[src/rtl/standby_pkg.sv]
package standby_pkg;
  typedef enum logic [2:0] {
    ST_RUN    = 3'd0,
    ST_SLEEP  = 3'd1,
    ST_DEEP   = 3'd2,
    ST_WAIT   = 3'd3,
    ST_RESUME = 3'd4
  } sb_state_t;

  localparam logic [1:0] STAT_RUN   = 2'b00;
  localparam logic [1:0] STAT_SLEEP = 2'b01;
  localparam logic [1:0] STAT_DEEP  = 2'b10;
  localparam logic [1:0] STAT_WAKE  = 2'b11;
endpackage

[src/rtl/standby_fsm.sv]
module standby_fsm
  import standby_pkg::*;
#(
  parameter int EXP_W = 3
) (
  input  logic             clk,
  input  logic             rst,
  input  logic             wfi_req,
  input  logic             deep_sel,
  input  logic             cpu_on_sub,
  input  logic             main_is_xtal,
  input  logic [EXP_W-1:0] stab_exp,
  input  logic             wake_evt,
  input  logic             wait_done,
  output sb_state_t        state,
  output sb_state_t        state_nx,
  output logic             wake_xtal_q,
  output logic [EXP_W-1:0] exp_q,
  output logic             timer_start
);

  always_comb begin
    state_nx    = state;
    timer_start = 1'b0;
    case (state)
      ST_RUN: begin
        if (wfi_req && !wake_evt)
          state_nx = (deep_sel && !cpu_on_sub) ? ST_DEEP : ST_SLEEP;
      end
      ST_SLEEP:  if (wake_evt) state_nx = ST_RESUME;
      ST_DEEP: begin
        if (wake_evt) begin
          state_nx    = ST_WAIT;
          timer_start = 1'b1;
        end
      end
      ST_WAIT:   if (wait_done) state_nx = ST_RESUME;
      ST_RESUME: state_nx = ST_RUN;
      default:   state_nx = ST_RUN;
    endcase
  end

  always_ff @(posedge clk) begin
    if (rst) begin
      state       <= ST_RUN;
      wake_xtal_q <= 1'b0;
      exp_q       <= '0;
    end else begin
      state <= state_nx;
      if (state == ST_RUN && state_nx == ST_DEEP) begin
        wake_xtal_q <= main_is_xtal;
        exp_q       <= stab_exp;
      end
    end
  end

  // a deep request made from the subsystem clock becomes sleep
  assert_deep_refused_R4: assert property (@(posedge clk) disable iff (rst)
    (state == ST_RUN && wfi_req && deep_sel && cpu_on_sub && !wake_evt) |=> state == ST_SLEEP);

  // a request that coincides with a wake event is dropped
  assert_abort_entry_R9: assert property (@(posedge clk) disable iff (rst)
    (state == ST_RUN && wfi_req && wake_evt) |=> state == ST_RUN);

  // a wake event in sleep leads to the resume cycle
  assert_sleep_wake_R6: assert property (@(posedge clk) disable iff (rst)
    (state == ST_SLEEP && wake_evt) |=> state == ST_RESUME);

  // the captured wake settings hold outside run mode
  assert_cfg_held_R10: assert property (@(posedge clk) disable iff (rst)
    (state != ST_RUN) |=> ($stable(exp_q) && $stable(wake_xtal_q)));

endmodule

[src/rtl/standby_stab_timer.sv]
module standby_stab_timer #(
  parameter int EXP_W    = 3,
  parameter int INT_WAIT = 8
) (
  input  logic             clk,
  input  logic             rst,
  input  logic             start,
  input  logic             use_xtal,
  input  logic [EXP_W-1:0] exp_sel,
  input  logic             xtal_tick,
  output logic             done
);
  localparam int XT_MAX = 1 << ((1 << EXP_W) - 1);
  localparam int T_MAX  = (XT_MAX > INT_WAIT) ? XT_MAX : INT_WAIT;
  localparam int CNT_W  = $clog2(T_MAX) + 1;

  logic             active;
  logic             use_x_q;
  logic [CNT_W-1:0] cnt;
  logic [CNT_W-1:0] target_q;
  logic             inc;

  assign inc  = active && (use_x_q ? xtal_tick : 1'b1);
  assign done = inc && (cnt == target_q - CNT_W'(1));

  always_ff @(posedge clk) begin
    if (rst) begin
      active   <= 1'b0;
      use_x_q  <= 1'b0;
      cnt      <= '0;
      target_q <= '0;
    end else if (start) begin
      active   <= 1'b1;
      use_x_q  <= use_xtal;
      cnt      <= '0;
      target_q <= use_xtal ? (CNT_W'(1) << exp_sel) : CNT_W'(INT_WAIT);
    end else if (done) begin
      active <= 1'b0;
      cnt    <= '0;
    end else if (inc) begin
      cnt <= cnt + CNT_W'(1);
    end
  end

  // the wait count never passes its target
  assert_no_overrun_R7: assert property (@(posedge clk) disable iff (rst)
    active |-> (cnt < target_q));

endmodule

[src/rtl/standby_osc_gate.sv]
module standby_osc_gate
  import standby_pkg::*;
(
  input  logic       clk,
  input  logic       rst,
  input  sb_state_t  state_nx,
  input  logic       run_hx_on,
  input  logic       run_hi_on,
  input  logic       run_sub_on,
  input  logic       lsosc_keep,
  input  logic       wake_xtal,
  output logic       cpu_clk_en,
  output logic       hxosc_en,
  output logic       hiosc_en,
  output logic       subosc_en,
  output logic       lsosc_en,
  output logic [1:0] mode_stat
);

  always_ff @(posedge clk) begin
    if (rst) begin
      cpu_clk_en <= 1'b1;
      hxosc_en   <= 1'b0;
      hiosc_en   <= 1'b1;
      subosc_en  <= 1'b0;
      lsosc_en   <= 1'b1;
      mode_stat  <= STAT_RUN;
    end else begin
      subosc_en <= run_sub_on;
      case (state_nx)
        ST_SLEEP: begin
          cpu_clk_en <= 1'b0;
          hxosc_en   <= run_hx_on;
          hiosc_en   <= run_hi_on;
          lsosc_en   <= lsosc_keep;
          mode_stat  <= STAT_SLEEP;
        end
        ST_DEEP: begin
          cpu_clk_en <= 1'b0;
          hxosc_en   <= 1'b0;
          hiosc_en   <= 1'b0;
          lsosc_en   <= lsosc_keep;
          mode_stat  <= STAT_DEEP;
        end
        ST_WAIT, ST_RESUME: begin
          cpu_clk_en <= (state_nx == ST_RESUME);
          hxosc_en   <= run_hx_on | wake_xtal;
          hiosc_en   <= run_hi_on | ~wake_xtal;
          lsosc_en   <= 1'b1;
          mode_stat  <= STAT_WAKE;
        end
        default: begin
          cpu_clk_en <= 1'b1;
          hxosc_en   <= run_hx_on;
          hiosc_en   <= run_hi_on;
          lsosc_en   <= 1'b1;
          mode_stat  <= STAT_RUN;
        end
      endcase
    end
  end

endmodule

[src/rtl/standby_ctrl.sv]
module standby_ctrl
  import standby_pkg::*;
#(
  parameter int IRQ_W    = 8,
  parameter int EXP_W    = 3,
  parameter int INT_WAIT = 8
) (
  input  logic             clk,
  input  logic             rst,
  input  logic             wfi_req,
  input  logic             deep_sel,
  input  logic             cpu_on_sub,
  input  logic             main_is_xtal,
  input  logic             lsosc_keep,
  input  logic [EXP_W-1:0] stab_exp,
  input  logic             run_hx_on,
  input  logic             run_hi_on,
  input  logic             run_sub_on,
  input  logic [IRQ_W-1:0] irq_req,
  input  logic [IRQ_W-1:0] irq_en,
  input  logic             xtal_tick,
  output logic             cpu_clk_en,
  output logic             hxosc_en,
  output logic             hiosc_en,
  output logic             subosc_en,
  output logic             lsosc_en,
  output logic [1:0]       mode_stat
);

  logic             wake_evt;
  sb_state_t        state;
  sb_state_t        state_nx;
  logic             wake_xtal_q;
  logic [EXP_W-1:0] exp_q;
  logic             timer_start;
  logic             wait_done;

  assign wake_evt = |(irq_req & irq_en);

  standby_fsm #(.EXP_W(EXP_W)) u_fsm (
    .clk         (clk),
    .rst         (rst),
    .wfi_req     (wfi_req),
    .deep_sel    (deep_sel),
    .cpu_on_sub  (cpu_on_sub),
    .main_is_xtal(main_is_xtal),
    .stab_exp    (stab_exp),
    .wake_evt    (wake_evt),
    .wait_done   (wait_done),
    .state       (state),
    .state_nx    (state_nx),
    .wake_xtal_q (wake_xtal_q),
    .exp_q       (exp_q),
    .timer_start (timer_start)
  );

  standby_stab_timer #(.EXP_W(EXP_W), .INT_WAIT(INT_WAIT)) u_timer (
    .clk      (clk),
    .rst      (rst),
    .start    (timer_start),
    .use_xtal (wake_xtal_q),
    .exp_sel  (exp_q),
    .xtal_tick(xtal_tick),
    .done     (wait_done)
  );

  standby_osc_gate u_gate (
    .clk       (clk),
    .rst       (rst),
    .state_nx  (state_nx),
    .run_hx_on (run_hx_on),
    .run_hi_on (run_hi_on),
    .run_sub_on(run_sub_on),
    .lsosc_keep(lsosc_keep),
    .wake_xtal (wake_xtal_q),
    .cpu_clk_en(cpu_clk_en),
    .hxosc_en  (hxosc_en),
    .hiosc_en  (hiosc_en),
    .subosc_en (subosc_en),
    .lsosc_en  (lsosc_en),
    .mode_stat (mode_stat)
  );

  // sleep gates the CPU clock and reports 01
  assert_sleep_gated_R2: assert property (@(posedge clk) disable iff (rst)
    (state == ST_SLEEP) |-> (!cpu_clk_en && mode_stat == STAT_SLEEP));

  // deep sleep has both high-speed oscillators off
  assert_deep_hs_off_R3: assert property (@(posedge clk) disable iff (rst)
    (state == ST_DEEP) |-> (!cpu_clk_en && !hxosc_en && !hiosc_en));

  // the low-speed oscillator follows the keep bit in standby
  assert_ls_keep_R5: assert property (@(posedge clk) disable iff (rst)
    (state == ST_SLEEP || state == ST_DEEP) |-> (lsosc_en == $past(lsosc_keep)));

  // the CPU clock stays off through the stabilization wait
  assert_wait_gated_R7: assert property (@(posedge clk) disable iff (rst)
    (state == ST_WAIT) |-> (!cpu_clk_en && mode_stat == STAT_WAKE));

endmodule

[config.mk]
export PLATFORM = sky130hd
export DESIGN_NAME = standby_ctrl
export DESIGN_NICKNAME = d
export VERILOG_FILES = /design/src/rtl/standby_pkg.sv /design/src/rtl/standby_fsm.sv /design/src/rtl/standby_stab_timer.sv /design/src/rtl/standby_osc_gate.sv /design/src/rtl/standby_ctrl.sv
export SDC_FILE = /design/constraint.sdc
export NUM_CORES = 1
export LEC_CHECK = 0
export CORE_MARGIN = 2
export CORE_UTILIZATION = 54
export CTS_CLUSTER_DIAMETER = 30
export DETAILED_ROUTE_END_ITERATION = 7
export HOLD_SLACK_MARGIN = 0.03
export PLACE_DENSITY = 0.86
export SLEW_MARGIN = 10
export SYNTH_ARGS = -nofsm -noshare
export SYNTH_HDL_FRONTEND = slang
export SYNTH_SLANG_ARGS = --single-unit
[constraint.sdc]
create_clock -name clk -period 2.9 [get_ports clk]
set_input_delay 0.435 -clock clk [delete_from_list [all_inputs] [get_ports clk]]
set_output_delay 0.435 -clock clk [all_outputs]
set_load 0.1 [all_outputs]
==> key figures <==
Power
  – VDD IR max: 300 uV
  – Switching power: 218 uW
  – Leakage: 0.850 nW
  – Combinational power share: 0.121
  – Reg power frac: 0.475
  – Clock Power Share: 0.404
  – P_int: 727 uW
  – Switching Fraction: 0.230
  – Power Dens Cells: 433 nW/um2
  – Total power: 945 uW

CTS
  – Clock sink count: 32
  – H-tree depth: 2
  – CTS tree: yes
  – Postcts setup bufs: 0
  – CTS clk-pin slew, worst paths: 0.10 ns
  – Root Driver: clkbuf_4
  – Clk_lat worst skew: 0.34 ns
  – Post-cts repair resize count: 0
  – CTS buffer count: 5
  – Max Buffers Root-to-Sink: 2
  – Hold buffers post-CTS: 0

Global route
  – Overall global routing resource usage: 0.236
  – Initial antenna violation count: 0
  – First-pass GRT wire length: 6420 um
  – Pin count of the biggest net entering global routing: 18
  – Vias in the first global route: 1442
  – Congestion Overflow GR: 0

Floorplanning
  – Initial Util: 0.569
  – Vert. Die Dim: 60.7 um
  – FP Rows: 20
  – Total die area: 3690 um2
  – CORE AREA: 3050 um2
  – Die extent in x: 60.7 um
  – I/O pin count: 37

Critical path
  – Worst Path Arrival: 2.54 ns
  – CP max FO: 13
  – CP Class: reg2reg
  – Critical-path cell list: inv_1 -> ha_1 -> o21bai_1 -> a211o_1 -> a21oi_1 -> o211a_1 -> a211oi_1
  – CP Capture Type: flip-flop
  – Crit-path max cell delay: 0.58 ns
  – Req. time, crit path: 3.10 ns
  – Slowest CP cell: o211a_1
  – CP startpoint kind: flip-flop

Drt
  – Drt wl/cell: 14.4 um
  – Routed vias: 1495
  – Drt total wl: 3860 um
  – Drt first pass iters: 4
  – Initial DRC Count: 110
  – Final ANT Viol Nets: 0
  – DRC: 0
  – Vias/cell: 5.60

Status
  – Status: complete, no violations

STA
  – Final WS setup: 0.557 ns
  – Fmax: 0.427 GHz
  – Fin crit share: 0.808
  – Setup_tns: 0 ns
  – Clock Skews: 0.0100 ns
  – Slew Viols, Final: 0
  – Final setup fails: 0
  – Slew headroom: 0.548
  – RSZ-0062 raised after global routing: no
  – Final hold vios: 0
  – Worst slew pin tran: 0.670 ns
  – Min Tclk post-route: 2.34 ns
  – Hold WS: 0.536 ns

Yosys
  – Yosys warning count: 0
  – EDFF count, synth: 0
  – Unique masters post-synth: 48
  – Synth Instances: 189
  – Syn Nets: 221
  – Post-synthesis sequential area ratio: 0.369
  – Asr flop ratio synth: 0
  – Syn Area/Cell: 9.20 um2
  – Post-Syn Area: 1740 um2
  – Most used flip-flop cell after synthesis: dfxtp_1
  – #FFs+latches synth: 32

Finish
  – Fin nets: 254
  – Final Util: 0.716
  – Share of cells above drive strength 1: 0.152
  – # diodes: 0
  – Most frequent cells in the layout: dfxtp_1, clkdlybuf4s50_1, nor2_1
  – Syn-to-layout area delta: 25.7%
  – Fin cells: 267
  – Design area: 2180 um2
  – Most common cell after layout, fill and taps aside: dfxtp_1

Placed design
  – Dpl cell area: 2090 um2
  – Placed Instances: 259
  – Post-DP HPWL: 2920 um
  – GPL Wtd Cong: 0.894
  – DP Worst Slack: 0.604 ns
  – I/O Buffers: 36

Min path
  – HP Class: reg2reg

Flow run
  – Max-cap viol count: 0
[cell usage after synthesis (all sizes together) (4+ instances only)]
cell type / count / area share
dfxtp: 32 / 0.37
nor2: 22 / 0.048
nor3: 17 / 0.075
nand2: 10 / 0.022
a21oi: 8 / 0.025
inv: 8 / 0.017
nand2b: 8 / 0.029
xnor2: 8 / 0.040
clkbuf: 7 / 0.015
mux2i: 7 / 0.040
xor2: 7 / 0.035
nand4: 5 / 0.027
a22o: 4 / 0.021
a22oi: 4 / 0.029
o21ai: 4 / 0.012
[final cells by class]
type                       count  area, um2
tap                           44       55.1
sequential                    32        641
inverter                       8       30.0
fill                         237        868
multi-input combinational    139       1020
timing repair buffer          36        343
clock buffer                   7       65.1
clock inverter                 1       30.0
[flip-flops by register name, indices dropped and copies added (netlist names)]
name / flops
u_gate.hxosc_en: 1
u_timer.active: 1
u_fsm.exp_q: 3
u_gate.hiosc_en: 1
u_fsm.state: 3
u_timer.target_q: 8
u_gate.subosc_en: 1
u_gate.cpu_clk_en: 1
u_gate.lsosc_en: 1
u_timer.use_x_q: 1
u_fsm.wake_xtal_q: 1
u_gate.mode_stat: 2
u_timer.cnt: 8
[critical path: cells and delay by family (launching register included)]
kind	cells	cell delay, ns
AOI/OAI and AO/OA	5	1.35
buffers and inverters	1	0.08
adders and majority gates	1	0.29
DFF	1	0.47
[routing by layer]
layer | global-route usage | up-vias | routed length, um
li1 | - | 744 | -
met1 | 0.275 | 707 | 1650
met2 | 0.413 | 35 | 2010
met3 | 0.0554 | 9 | 131
met4 | 0.0963 | 0 | 72
met5 | 0 | - | 0
[cells by family after synthesis]
| kind of cell | synth area share |
|---|---|
| XOR/XNOR | 0.0756 |
| multiplexers | 0.0403 |
| adder cells (fa/ha/maj) | 0.0202 |
| AND/OR/NAND/NOR | 0.240 |
| buffers and inverters | 0.0439 |
| flip-flops | 0.369 |
| AO/OA/AOI/OAI | 0.212 |
[final timing paths]
path / from / slack, ns / cells past startpoint / end
worst max register to register: u_timer.target_q[0] / 0.56 / 7 / u_fsm.state[1]
worst min-delay path: u_timer.active / 0.54 / 2 / u_timer.active
worst max-delay path: u_timer.target_q[0] / 0.56 / 7 / u_fsm.state[1]
worst min register to register: u_timer.active / 0.54 / 2 / u_timer.active
[power groups by stage]
| stage | logic, mW | clock network, mW | registers, mW |
|---|---|---|---|
| after global routing | 0.122 | 0.408 | 0.450 |
| after CTS | 0.115 | 0.386 | 0.449 |
| after floorplan | 0.0357 | 0 | 0.484 |
| final | 0.114 | 0.382 | 0.449 |
| after detailed placement | 0.114 | 0 | 0.459 |
| after global placement | 0.111 | 0 | 0.459 |
Power figures use the tool's default switching activity.
